<file path="config.mk">
export PLATFORM = sky130hd
export DESIGN_NAME = gpio_mask_port
export DESIGN_NICKNAME = d
export VERILOG_FILES = /design/src/rtl/gpio_mask_pkg.sv /design/src/rtl/gpio_addr_decode.sv /design/src/rtl/gpio_in_sync.sv /design/src/rtl/gpio_port_regs.sv /design/src/rtl/gpio_read_path.sv /design/src/rtl/gpio_mask_port.sv
export SDC_FILE = /design/constraint.sdc
export NUM_CORES = 1
export LEC_CHECK = 0
export CAP_MARGIN = 20
export CORE_MARGIN = 4
export CORE_UTILIZATION = 55
export CTS_CLUSTER_DIAMETER = 50
export DETAILED_ROUTE_END_ITERATION = 6
export DONT_BUFFER_PORTS = 1
export PLACE_DENSITY = 0.73
export SYNTH_ARGS = -nofsm -noshare
export SYNTH_HDL_FRONTEND = slang
export SYNTH_SLANG_ARGS = --single-unit
export TNS_END_PERCENT = 1
</file>
<file path="constraint.sdc">
create_clock -name clk -period 1.4 [get_ports clk]
set_clock_uncertainty 0.1 [all_clocks]
set_input_delay 0.07 -clock clk [delete_from_list [all_inputs] [get_ports clk]]
set_output_delay 0.07 -clock clk [all_outputs]
set_load 0.02 [all_outputs]
</file>
<file path="src/rtl/gpio_mask_pkg.sv">
package gpio_mask_pkg;

  // Decoded target of the current transfer
  typedef enum logic [1:0] {
    SEL_NONE = 2'd0,
    SEL_DATA = 2'd1,
    SEL_DIR  = 2'd2,
    SEL_ID   = 2'd3
  } sel_e;

  // Width of one identification byte
  localparam int ID_BYTE_W = 8;

endpackage

</file>
<file path="src/rtl/gpio_addr_decode.sv">
module gpio_addr_decode
  import gpio_mask_pkg::*;
#(
  parameter int          NPINS    = 8,
  parameter int          ADDR_W   = 12,
  parameter int unsigned DIR_OFF  = 'h400,
  parameter int unsigned ID_BASE  = 'hFE0,
  parameter int          ID_BYTES = 4,
  parameter int          IDX_W    = 2
) (
  input  logic [ADDR_W-1:0] addr,
  output sel_e              sel,
  output logic [IDX_W-1:0]  id_idx,
  output logic [NPINS-1:0]  pin_mask
);

  localparam int          WIN_LSB = NPINS + 2;
  localparam int unsigned ID_END  = ID_BASE + 32'(4 * ID_BYTES);

  logic [31:0] a32;
  logic        aligned;

  assign a32      = 32'(addr);
  assign aligned  = (addr[1:0] == 2'b00);
  assign pin_mask = addr[WIN_LSB-1:2];

  always_comb begin
    sel    = SEL_NONE;
    id_idx = '0;
    if (aligned) begin
      if ((a32 >> WIN_LSB) == 32'd0) begin
        sel = SEL_DATA;
      end else if (a32 == DIR_OFF) begin
        sel = SEL_DIR;
      end else if ((a32 >= ID_BASE) && (a32 < ID_END)) begin
        sel    = SEL_ID;
        id_idx = IDX_W'((a32 - ID_BASE) >> 2);
      end
    end
  end

endmodule

</file>
<file path="src/rtl/gpio_in_sync.sv">
module gpio_in_sync #(
  parameter int W = 8
) (
  input  logic         clk,
  input  logic         rst,
  input  logic [W-1:0] d,
  output logic [W-1:0] q
);

  for (genvar i = 0; i < W; i++) begin : g_bit
    logic meta_q;
    logic sync_q;
    always_ff @(posedge clk) begin
      if (rst) begin
        meta_q <= 1'b0;
        sync_q <= 1'b0;
      end else begin
        meta_q <= d[i];
        sync_q <= meta_q;
      end
    end
    assign q[i] = sync_q;
  end

endmodule

</file>
<file path="src/rtl/gpio_port_regs.sv">
module gpio_port_regs #(
  parameter int NPINS = 8
) (
  input  logic             clk,
  input  logic             rst,
  input  logic             dir_we,
  input  logic             data_we,
  input  logic [NPINS-1:0] wdata,
  input  logic [NPINS-1:0] pin_mask,
  output logic [NPINS-1:0] dir_q,
  output logic [NPINS-1:0] out_q
);

  always_ff @(posedge clk) begin
    if (rst) begin
      dir_q <= '0;
    end else if (dir_we) begin
      dir_q <= wdata;
    end
  end

  // Each output bit accepts a write only when it is selected and is an output
  for (genvar i = 0; i < NPINS; i++) begin : g_out
    always_ff @(posedge clk) begin
      if (rst) begin
        out_q[i] <= 1'b0;
      end else if (data_we && pin_mask[i] && dir_q[i]) begin
        out_q[i] <= wdata[i];
      end
    end
  end

endmodule

</file>
<file path="src/rtl/gpio_read_path.sv">
module gpio_read_path
  import gpio_mask_pkg::*;
#(
  parameter int                          NPINS    = 8,
  parameter int                          ID_BYTES = 4,
  parameter int                          IDX_W    = 2,
  parameter logic [ID_BYTE_W*ID_BYTES-1:0] ID_WORD  = 32'h0004_1061
) (
  input  logic             clk,
  input  logic             rst,
  input  logic             rd_en,
  input  sel_e             sel,
  input  logic [IDX_W-1:0] id_idx,
  input  logic [NPINS-1:0] pin_mask,
  input  logic [NPINS-1:0] dir_q,
  input  logic [NPINS-1:0] out_q,
  input  logic [NPINS-1:0] sync_in,
  output logic [NPINS-1:0] rdata
);

  logic [ID_BYTE_W-1:0] id_tab [ID_BYTES];
  logic [NPINS-1:0]     pin_view;
  logic [NPINS-1:0]     rd_nxt;

  for (genvar k = 0; k < ID_BYTES; k++) begin : g_id
    assign id_tab[k] = ID_WORD[ID_BYTE_W*k +: ID_BYTE_W];
  end

  // Outputs read back what they drive, inputs read the synchronised pad
  assign pin_view = (dir_q & out_q) | (~dir_q & sync_in);

  always_comb begin
    case (sel)
      SEL_DATA: rd_nxt = pin_mask & pin_view;
      SEL_DIR:  rd_nxt = dir_q;
      SEL_ID:   rd_nxt = NPINS'(id_tab[id_idx]);
      default:  rd_nxt = '0;
    endcase
  end

  always_ff @(posedge clk) begin
    if (rst) begin
      rdata <= '0;
    end else if (rd_en) begin
      rdata <= rd_nxt;
    end
  end

endmodule

</file>
<file path="src/rtl/gpio_mask_port.sv">
module gpio_mask_port
  import gpio_mask_pkg::*;
#(
  parameter int                          NPINS    = 8,
  parameter int                          ADDR_W   = 12,
  parameter int unsigned                 DIR_OFF  = 'h400,
  parameter int unsigned                 ID_BASE  = 'hFE0,
  parameter int                          ID_BYTES = 4,
  parameter logic [ID_BYTE_W*ID_BYTES-1:0] ID_WORD  = 32'h0004_1061
) (
  input  logic              clk,
  input  logic              rst,
  input  logic              wr_en,
  input  logic              rd_en,
  input  logic [ADDR_W-1:0] addr,
  input  logic [NPINS-1:0]  wdata,
  output logic [NPINS-1:0]  rdata,
  input  logic [NPINS-1:0]  pad_in,
  output logic [NPINS-1:0]  pad_out,
  output logic [NPINS-1:0]  pad_oe
);

  localparam int IDX_W = (ID_BYTES > 1) ? $clog2(ID_BYTES) : 1;

  sel_e             sel;
  logic [IDX_W-1:0] id_idx;
  logic [NPINS-1:0] pin_mask;
  logic [NPINS-1:0] dir_q;
  logic [NPINS-1:0] out_q;
  logic [NPINS-1:0] sync_in;
  logic             dir_we;
  logic             data_we;

  gpio_addr_decode #(
    .NPINS(NPINS), .ADDR_W(ADDR_W), .DIR_OFF(DIR_OFF),
    .ID_BASE(ID_BASE), .ID_BYTES(ID_BYTES), .IDX_W(IDX_W)
  ) u_dec (
    .addr(addr), .sel(sel), .id_idx(id_idx), .pin_mask(pin_mask)
  );

  assign dir_we  = wr_en && (sel == SEL_DIR);
  assign data_we = wr_en && (sel == SEL_DATA);

  gpio_port_regs #(.NPINS(NPINS)) u_regs (
    .clk(clk), .rst(rst), .dir_we(dir_we), .data_we(data_we),
    .wdata(wdata), .pin_mask(pin_mask), .dir_q(dir_q), .out_q(out_q)
  );

  gpio_in_sync #(.W(NPINS)) u_sync (
    .clk(clk), .rst(rst), .d(pad_in), .q(sync_in)
  );

  gpio_read_path #(
    .NPINS(NPINS), .ID_BYTES(ID_BYTES), .IDX_W(IDX_W), .ID_WORD(ID_WORD)
  ) u_rd (
    .clk(clk), .rst(rst), .rd_en(rd_en), .sel(sel), .id_idx(id_idx),
    .pin_mask(pin_mask), .dir_q(dir_q), .out_q(out_q), .sync_in(sync_in),
    .rdata(rdata)
  );

  assign pad_out = out_q;
  assign pad_oe  = dir_q;

endmodule

</file>
==> results of run 1 <==
power by group through the flow:
| stage | Sequential (µW) | Combinational, µW | Clock [µW] |
|---|---|---|---|
| 6_report | 1170 | 126 | 780 |
| 5_1_grt | 1170 | 137 | 848 |
| 4_1_cts | 1170 | 114 | 798 |
| 3_5_place_dp | 1200 | 71.0 | 0 |
| 3_3_place_gp | 1200 | 68.3 | 0 |
| 2_1_floorplan | 1190 | 75.5 | 0 |
critical path, stage by stage (launching register included):
cell and delay [ps]:
dfxtp_4 370, mux2_4 290, and3_4 140, a311o_1 270, a22o_1 180
routing by layer:
metal | global-route usage | up-vias | part of all wire
met5 | 0 | - | 0
met3 | 0.1030 | 13 | 0.096
li1 | - | 757 | -
met4 | 0.08895 | 0 | 0.020
met1 | 0.2705 | 781 | 0.37
met2 | 0.4081 | 88 | 0.51
timing repair:
item                                   in CTS  in global routing
pin swaps                                   1                  1
hold buffers                               26                  1
setup buffers                               0                  1
gates resized for setup                     0                  8
setup endpoints to repair                   1                  6
endpoints found under the hold margin      40                 22
kinds of logic (layout without fill, tap and decap cells):
kind of cell           Yosys count  after routing  share of synthesized area
multiplexers                    14             14                    0.08574
buffers and inverters           12             62                    0.03695
AO/OA/AOI/OAI                   38             38                     0.1441
AND/OR/NAND/NOR                 74             74                     0.2602
flip-flops                      40             40                     0.4730
synth_stat cells, drive strengths merged, types with 5 or more instances:
| library cell | instances | area [µm²] |
|---|---|---|
| mux2i | 10 | 100.1 |
| nor2 | 13 | 48.80 |
| o21ai | 16 | 87.59 |
| a21oi | 8 | 40.04 |
| clkbuf | 5 | 18.77 |
| dfxtp | 40 | 800.8 |
| nor2b | 16 | 100.1 |
| nand4 | 9 | 56.30 |
| nand3 | 8 | 40.04 |
| nand2 | 6 | 22.52 |
final timing paths:
path	slack, ps	end	start	cells after the start
worst min register to register	430	u_rd.rdata[3]	u_sync.g_bit[3].sync_q	2
worst min-delay path	-340	u_regs.dir_q[2]	rst	1
worst max register to register	-40	u_rd.rdata[2]	u_regs.dir_q[2]	4
worst max-delay path	-40	u_rd.rdata[2]	u_regs.dir_q[2]	4
flip-flops by register name, summed over array words and instances, names as in the netlist:
register / cells
u_rd.rdata: 8
u_regs.dir_q: 8
u_regs.out_q: 8
u_sync.g_bit.meta_q: 8
u_sync.g_bit.sync_q: 8
metrics by stage:
step	worst slack, ps	utilization	hold slack (ps)	cells	TNS, ps
global placement	-5.428	0.6539	36.21	223	-5.428
floorplan	-65.62	-	78.74	178	-123.5
finish	-43.63	0.7961	-336.4	259	-70.35
detailed placement	-46.58	0.6539	40.16	223	-117.7
CTS	-46.66	0.7746	-354.2	257	-46.66
global route	-106.2	0.7961	-361.0	259	-380.3
cell type report:
cell class              instances  area, µm²
fillers                       207      581.8
repair buffers                 51      450.4
inverters                       3      11.26
clock inverters                 3      46.29
well taps                      31      38.79
clock buffers                   5      37.54
flip-flops and latches         40      807.0
multi-input cells             126      879.6
==> results.md, run 1 <==
* Clock Sinks at 40
* Max-slew headroom at 0.6402
* Grt ovf at 0
* Vias per inst at roughly 6.3
* Leak at between 0.0009 and 0.001 µW
* Largest net degree at the start of global routing at 37
* Most common cell after layout, fill and taps aside: dfxtp_1
* Initial core utilization at 0.5934
* Main flop type after synthesis: dfxtp_1
* Post-DP HPWL at ~3.1 mm
* Chip height at between 60 and 70 µm
* Unique cell type count in the Yosys netlist at 38
* Setup-failing EPs final at 2
* CP arrival at roughly 1600 ps
* Routed len/inst at 19.02 µm
* Yosys reg bits at 40
* Seq pwr share at 0.564
* Max Root-Sink Buffers at 2
* Sw Pwr at between 400 and 500 µW
* Peak VDD IR at between 1 and 1.5 mV
* First-pass DRT Iterations at 7
* Crit Path Max Fanout at 2
* FFs w/ async S/R, synth at 0
* Number of global-route vias before repair at around 1600
* Final period util at 1.031
* Antenna violations before repair at 0
* Most frequent cells in the layout: dfxtp_1, dlygate4sd3_1, buf_4
* Startpoint Class: flip-flop
* Tot GR Track Use at 0.2424
* Final hold violation count at 21
* Placed instance area at 0.001866 mm²
* Vias at about 1600
* Number of diodes at 0
* Crit Path Class: reg2reg
* Combinational share of power at 0.061
* Pwr per Cell Area at between 900 and 1000 mW/mm²
* Area of all placed cells without fillers at 0.002271 mm²
* Critical Path RT at 1560 ps
* Die Area at 0.004030 mm²
* HP Class: in2reg
* Kind of end point of the critical path: flip-flop
* Final #Nets at 259
* Worst hold slack at -336.4 ps
* Mapped Cells at 178
* Failing checks: design-rule violations, negative hold slack, negative setup slack
* Fin worst setup slack at -43.63 ps
* Ys Warns at 0
* Synthesized area at 0.001693 mm²
* Initial DRC Count at approximately 110
* Layout cells sized above 1 at 0.2149
* RD Place Congestion at ~0.9
* Layout area overhead at 34.15%
* Sw Ratio at 0.2197
* Tightest Pin Transition at approximately 530 ps
* EDFF count, synth at 0
* First-pass GRT wire length at about 7.7 mm
* Seq/Total Area, Yosys at 0.4730
* Clock Power Share at 0.375
* Overall power at roughly 2100 µW
* Row count at 19
* Max H-tree Level at 2
* Internal power at roughly 1600 µW
* Syn Nets at 210
* Max-cap viol count at 0
* Status: finished, violations left
* Final ANT Viol Nets at 0
* Drc violations at 1
* Final wirelength at ~5 mm
* TritonCTS clock tree: built
* Clock-pin slew on the worst setup and hold paths at ~130 ps
* IO Pins at 56
* Max Slew Vio Count at 0
* RSZ-0062 raised after global routing: yes
* Port bufs at 0
* Die X at roughly 63 µm
* Maximum clock rate at 0.6927 GHz
* Clock root cell: clkbuf_4
* TritonCTS Buffers at 5
* Latest clock arrival within the worst-skew pair at between 300 and 400 ps
* Syn avg cell area at between 9 and 10 µm²
* Placeable Area at 0.002853 mm²
* Crit path time final at around 1400 ps
(Power assumes the default switching activity.)
==> run 2, diff against run 1 <==
--- a/config.mk
+++ b/config.mk
@@ -12,6 +12,7 @@
 export DETAILED_ROUTE_END_ITERATION = 6
 export DONT_BUFFER_PORTS = 1
 export PLACE_DENSITY = 0.73
+export SKIP_CTS_REPAIR_TIMING = 1
 export SYNTH_ARGS = -nofsm -noshare
 export SYNTH_HDL_FRONTEND = slang
 export SYNTH_SLANG_ARGS = --single-unit
==> results.md, run 2 (synthesis results as in run 1) <==
* Pwr per Cell Area at 944.5 mW/mm² (was 915.0 mW/mm²)
* Chip height at 63.48 µm (unchanged)
* Routed len/inst at 17.50 µm (was 19.02 µm)
* Die Area at 0.004030 mm² (unchanged)
* Startpoint Class: flip-flop (unchanged)
* Final period util at 1.025 (was 1.031)
* Largest net degree at the start of global routing at 37 (unchanged)
* RD Place Congestion at 0.8979 (unchanged)
* Initial core utilization at 0.5934 (unchanged)
* Row count at 19 (unchanged)
* Most common cell after layout, fill and taps aside: dfxtp_1 (unchanged)
* Final ANT Viol Nets at 0 (unchanged)
* Number of diodes at 0 (unchanged)
* Crit path time final at 1435 ps (was 1444 ps)
* Multi-input combinational cell area at 844.6 µm² (was 879.6 µm²)
* Top Layer Used: met4 (unchanged)
* Core Util, Final at 0.7662 (was 0.7961)
* Status: finished, violations left (unchanged)
* Vias at 1583 (was 1639)
* Latest clock arrival within the worst-skew pair at 350 ps (about the same)
* Non-Filler Instances at 254 (was 259)
* First-pass GRT wire length at 6.789 mm (was 7.734 mm)
* Final wirelength at 4.444 mm (was 4.927 mm)
* Place WS at -46.58 ps (unchanged)
* Fin worst setup slack at -35.10 ps (was -43.63 ps)
* Setup-failing EPs final at 2 (unchanged)
* Clock-pin slew on the worst setup and hold paths at 130 ps (about the same)
* Final hold violation count at 23 (was 21)
* Max-cap viol count at 0 (unchanged)
* DR WL met3 at 491 µm (was 471 µm)
* Layout cells sized above 1 at 0.1928 (was 0.2149)
* Leak at 0.0008817 µW (was 0.0009240 µW)
* Antenna violations before repair at 0 (unchanged)
* Max Root-Sink Buffers at 2 (unchanged)
* Post-DP HPWL at 3.104 mm (unchanged)
* Initial DRC Count at 95 (was 113)
* Vias per inst at 6.232 (was 6.328)
* Grt ovf at 0 (unchanged)
* Peak VDD IR at 1.004 mV (was 1.079 mV)
* TritonCTS clock tree: built (unchanged)
* Clock Sinks at 40 (unchanged)
* Final #Nets at 254 (was 259)
* Placed cells at 223 (unchanged)
* Tot GR Track Use at 0.2125 (was 0.2424)
* Met2 Wirelength at 2.168 mm (was 2.532 mm)
* IO Pins at 56 (unchanged)
* Overall power at 2064 µW (was 2078 µW)
* FF+latch area at 804.5 µm² (was 807.0 µm²)
* Crit Path Max Fanout at 2 (unchanged)
* Drc violations at 0 (was 1)
* RSZ-0062 raised after global routing: yes (unchanged)
* FILL cells at 228 (was 207)
* Layout area overhead at 29.12% (was 34.15%)
* Max-slew headroom at 0.7020 (was 0.6402)
* Worst hold slack at -335.5 ps (was -336.4 ps)
* Kind of end point of the critical path: flip-flop (unchanged)
* HP Class: in2reg (unchanged)
* Maximum clock rate at 0.6968 GHz (was 0.6927 GHz)
* Max H-tree Level at 2 (unchanged)
* Clock root cell: clkbuf_4 (unchanged)
* Met1 Routed Length at 1.700 mm (was 1.822 mm)
* Critical Path RT at 1570 ps (was 1560 ps)
* First-pass DRT Iterations at 5 (was 7)
* Max Slew Vio Count at 0 (unchanged)
* Crit Path Class: reg2reg (unchanged)
* TritonCTS Buffers at 5 (unchanged)
* CP arrival at 1600 ps (was 1610 ps)
* Die X at 63.48 µm (unchanged)
* Port bufs at 0 (unchanged)
* Placeable Area at 0.002853 mm² (unchanged)
* Fin Setup TNS at -39.88 ps (was -70.35 ps)
* Failing checks: negative hold slack, negative setup slack (was design-rule violations, negative hold slack, negative setup slack)
* Number of global-route vias before repair at 1430 (was 1606)
* Tightest Pin Transition at 440.7 ps (was 532.1 ps)
* Most frequent cells in the layout: dfxtp_1, dlygate4sd3_1, buf_4 (unchanged)
run 2: cell count changes in the layout (fill, tap and decap cells not counted), sizes merged:
cell,change
buf,-1
dlygate4sd3,-4
run 2: metal layers:
layer | up-vias | global-route usage
met3 | 12 | 0.1048
met4 | 0 | 0.08086
met2 | 80 | 0.3494
met1 | 744 | 0.2341
li1 | 747 | -
met5 | - | 0
run 2: area by class of cell:
type / count / area share
repair buffers: 46 / 0.1843
clock inverters: 3 / 0.02118
well taps: 31 / 0.01774
clock buffers: 5 / 0.01717
flip-flops and latches: 40 / 0.3681
inverters: 3 / 0.005152
multi-input cells: 126 / 0.3864
run 2: final timing paths:
| kind | from | to | slack, ps | cells past startpoint |
|---|---|---|---|---|
| setup / recovery | u_regs.dir_q[2] | u_rd.rdata[2] | -40 | 4 |
| hold / removal | rst | u_regs.dir_q[5] | -340 | 1 |
| setup reg to reg | u_regs.dir_q[2] | u_rd.rdata[2] | -40 | 4 |
| hold reg to reg | u_sync.g_bit[1].sync_q | u_rd.rdata[1] | 430 | 2 |
run 2: power by group:
group	internal [µW]	leakage [µW]	switching, µW	total (µW)
logic	72.4	0.000513	41.5	114
registers	1160	0.000327	11.3	1170
clock network	381	0.0000418	398	779
total	1610	0.000882	450	2060
run 2: critical path, cell delays in order, from the launching register on:
cell and delay (ps):
dfxtp_4 370, mux2_4 290, and3_4 140, a311o_1 270
a22o_1 180
run 2: stage by stage:
step / cell area [µm²] / hold WS, ps
finish: 2186 / -335.5
global route: 2186 / -364.9
CTS: 1949 / -354.2
detailed placement: 1866 / 40.16
global placement: 1866 / 36.21
floorplan: 1705 / 78.74
==> run 3, diff against run 2 <==
--- a/config.mk
+++ b/config.mk
@@ -7,11 +7,11 @@
 export LEC_CHECK = 0
 export CAP_MARGIN = 20
 export CORE_MARGIN = 4
-export CORE_UTILIZATION = 55
+export CORE_UTILIZATION = 35
 export CTS_CLUSTER_DIAMETER = 50
 export DETAILED_ROUTE_END_ITERATION = 6
 export DONT_BUFFER_PORTS = 1
-export PLACE_DENSITY = 0.73
+export PLACE_DENSITY_LB_ADDON = 0.05
 export SKIP_CTS_REPAIR_TIMING = 1
 export SYNTH_ARGS = -nofsm -noshare
 export SYNTH_HDL_FRONTEND = slang
==> results.md, run 3 (synthesis results as in run 1) <==
* Antenna violations before repair at 0 (unchanged)
* Delay of the slowest critical-path stage at 350 ps (was 370 ps)
* Combinational share of power at 0.077 (was 0.055)
* Vias per inst at 5.373 (was 6.232)
* Tightest Pin Transition at 613.3 ps (was 440.7 ps)
* Die Area at 0.006013 mm² (was 0.004030 mm²)
* Post-DP HPWL at 3.413 mm (was 3.104 mm)
* Layout area overhead at 44.57% (was 29.12%)
* Chip height at 77.55 µm (was 63.48 µm)
* Peak VDD IR at 0.6796 mV (was 1.004 mV)
* Sw Ratio at 0.1948 (was 0.2182)
* Initial core utilization at 0.3608 (was 0.5934)
* Grt ovf at 0 (unchanged)
* Reg2reg path depth at 4 (unchanged)
* CP top delay family: compound AO/OA/AOI/OAI gates (unchanged)
* Worst hold slack at -55.91 ps (was -335.5 ps)
* Placed cells at 246 (was 223)
* Row count at 25 (was 19)
* Crit path time final at 1431 ps (was 1435 ps)
* Number of global-route vias before repair at 1409 (was 1430)
* Setup-failing EPs final at 1 (was 2)
* CP max-delay cell: dfxtp_4 (unchanged)
* RSZ-0062 raised after global routing: yes (unchanged)
* Layout cells sized above 1 at 0.1743 (was 0.1928)
* Max-slew headroom at 0.5898 (was 0.7020)
* Routed len/inst at 16.69 µm (was 17.50 µm)
* Max H-tree Level at 2 (unchanged)
* HP Class: in2reg (unchanged)
* Max-cap viol count at 0 (unchanged)
* Vias at 1585 (was 1583)
* First-pass DRT Iterations at 4 (was 5)
* Final #Nets at 272 (was 254)
* Final ANT Viol Nets at 0 (unchanged)
* First-pass GRT wire length at 7.417 mm (was 6.789 mm)
* TritonCTS Buffers at 5 (unchanged)
* Clock root cell: clkbuf_8 (was clkbuf_4)
* CP cell instances: mux2_4 -> and3_4 -> a311o_1 -> a22o_1 (unchanged)
* Crit path buf inv count at 0 (unchanged)
* Final period util at 1.022 (was 1.025)
* Failing checks: negative hold slack, negative setup slack (unchanged)
* Critical Path RT at 1490 ps (was 1570 ps)
* Clock-pin slew on the worst setup and hold paths at 80 ps (was 130 ps)
* Number of diodes at 0 (unchanged)
* Placeable Area at 0.004692 mm² (was 0.002853 mm²)
* Most common cell after layout, fill and taps aside: dlygate4sd3_1 (was dfxtp_1)
* Seq pwr share at 0.474 (was 0.568)
* Status: finished, violations left (unchanged)
* Kind of end point of the critical path: flip-flop (unchanged)
* TritonCTS clock tree: built (unchanged)
* Tot GR Track Use at 0.1579 (was 0.2125)
* Max Root-Sink Buffers at 2 (unchanged)
* Startpoint Class: flip-flop (unchanged)
* Initial DRC Count at 116 (was 95)
* Clock Power Share at 0.449 (was 0.377)
* Die X at 77.55 µm (was 63.48 µm)
* Largest net degree at the start of global routing at 37 (unchanged)
* Crit Path Max Fanout at 2 (unchanged)
* Sw Pwr at 480.5 µW (was 450.5 µW)
* Maximum clock rate at 0.6987 GHz (was 0.6968 GHz)
* Port bufs at 0 (unchanged)
* Non-Filler Instances at 295 (was 254)
* IO Pins at 56 (unchanged)
* Internal power at 1986 µW (was 1614 µW)
* Most frequent cells in the layout: dlygate4sd3_1, dfxtp_1, buf_4 (was dfxtp_1, dlygate4sd3_1, buf_4)
* Pwr per Cell Area at 1008 mW/mm² (was 944.5 mW/mm²)
* Final hold violation count at 18 (was 23)
* Drc violations at 0 (unchanged)
* Clock Sinks at 40 (unchanged)
* RD Place Congestion at 0.9588 (was 0.8979)
* Fin worst setup slack at -31.14 ps (was -35.10 ps)
* Leak at 0.0009870 µW (was 0.0008817 µW)
* Final wirelength at 4.925 mm (was 4.444 mm)
* Crit path depth at 4 (unchanged)
* CP arrival at 1520 ps (was 1600 ps)
* Max Slew Vio Count at 0 (unchanged)
* Latest clock arrival within the worst-skew pair at 280 ps (was 350 ps)
* Cell count of the worst hold path at 2 (was 1)
* Crit Path Class: reg2reg (unchanged)
[run 3: final timing paths]
check / start / to / slack [ps]
hold / removal: rst / u_regs.dir_q[4] / -60
setup / recovery: u_regs.dir_q[2] / u_rd.rdata[2] / -30
setup reg to reg: u_regs.dir_q[2] / u_rd.rdata[2] / -30
hold reg to reg: u_sync.g_bit[5].meta_q / u_sync.g_bit[5].sync_q / 380
[run 3: final cells by class]
cell class | instances | area, µm²
tap | 54 | 67.56
fill | 444 | 2245
multi-input combinational | 126 | 838.3
clock inverter | 2 | 60.06
sequential | 40 | 804.5
inverter | 3 | 11.26
clock buffer | 6 | 72.57
timing repair buffer | 64 | 593.1
[run 3: stage by stage]
step	util	setup slack [ps]	total power [µW]	cell area [µm²]	TNS, ps
detailed placement	0.4037	-32.73	1268	1894	-55.69
floorplan	-	-65.62	1269	1705	-123.5
global route	0.5216	-56.64	2576	2447	-311.6
finish	0.5216	-31.14	2467	2447	-31.14
global placement	0.4037	-5.895	1268	1894	-5.895
CTS	0.4320	-51.22	2375	2027	-51.22
[run 3: power by group through the flow]
stage               Clock, µW  Sequential, µW  Combinational [µW]
CTS                      1130            1170                71.9
global placement            0            1200                71.4
finish                   1110            1170                 190
floorplan                   0            1190                75.5
detailed placement          0            1200                71.6
global route             1190            1170                 209
[run 3: routing by layer]
metal	vias up	GRT usage	part of all wire
met5	-	0	0
met4	0	0.06228	0.020
met3	10	0.06381	0.084
met2	68	0.2409	0.46
met1	727	0.1980	0.44
li1	780	-	-
[run 3: worst register-to-register path, cell delays in order (launching register included)]
cell and delay, ps:
dfxtp_4 350, mux2_4 290, and3_4 140, a311o_1 260, a22o_1 180
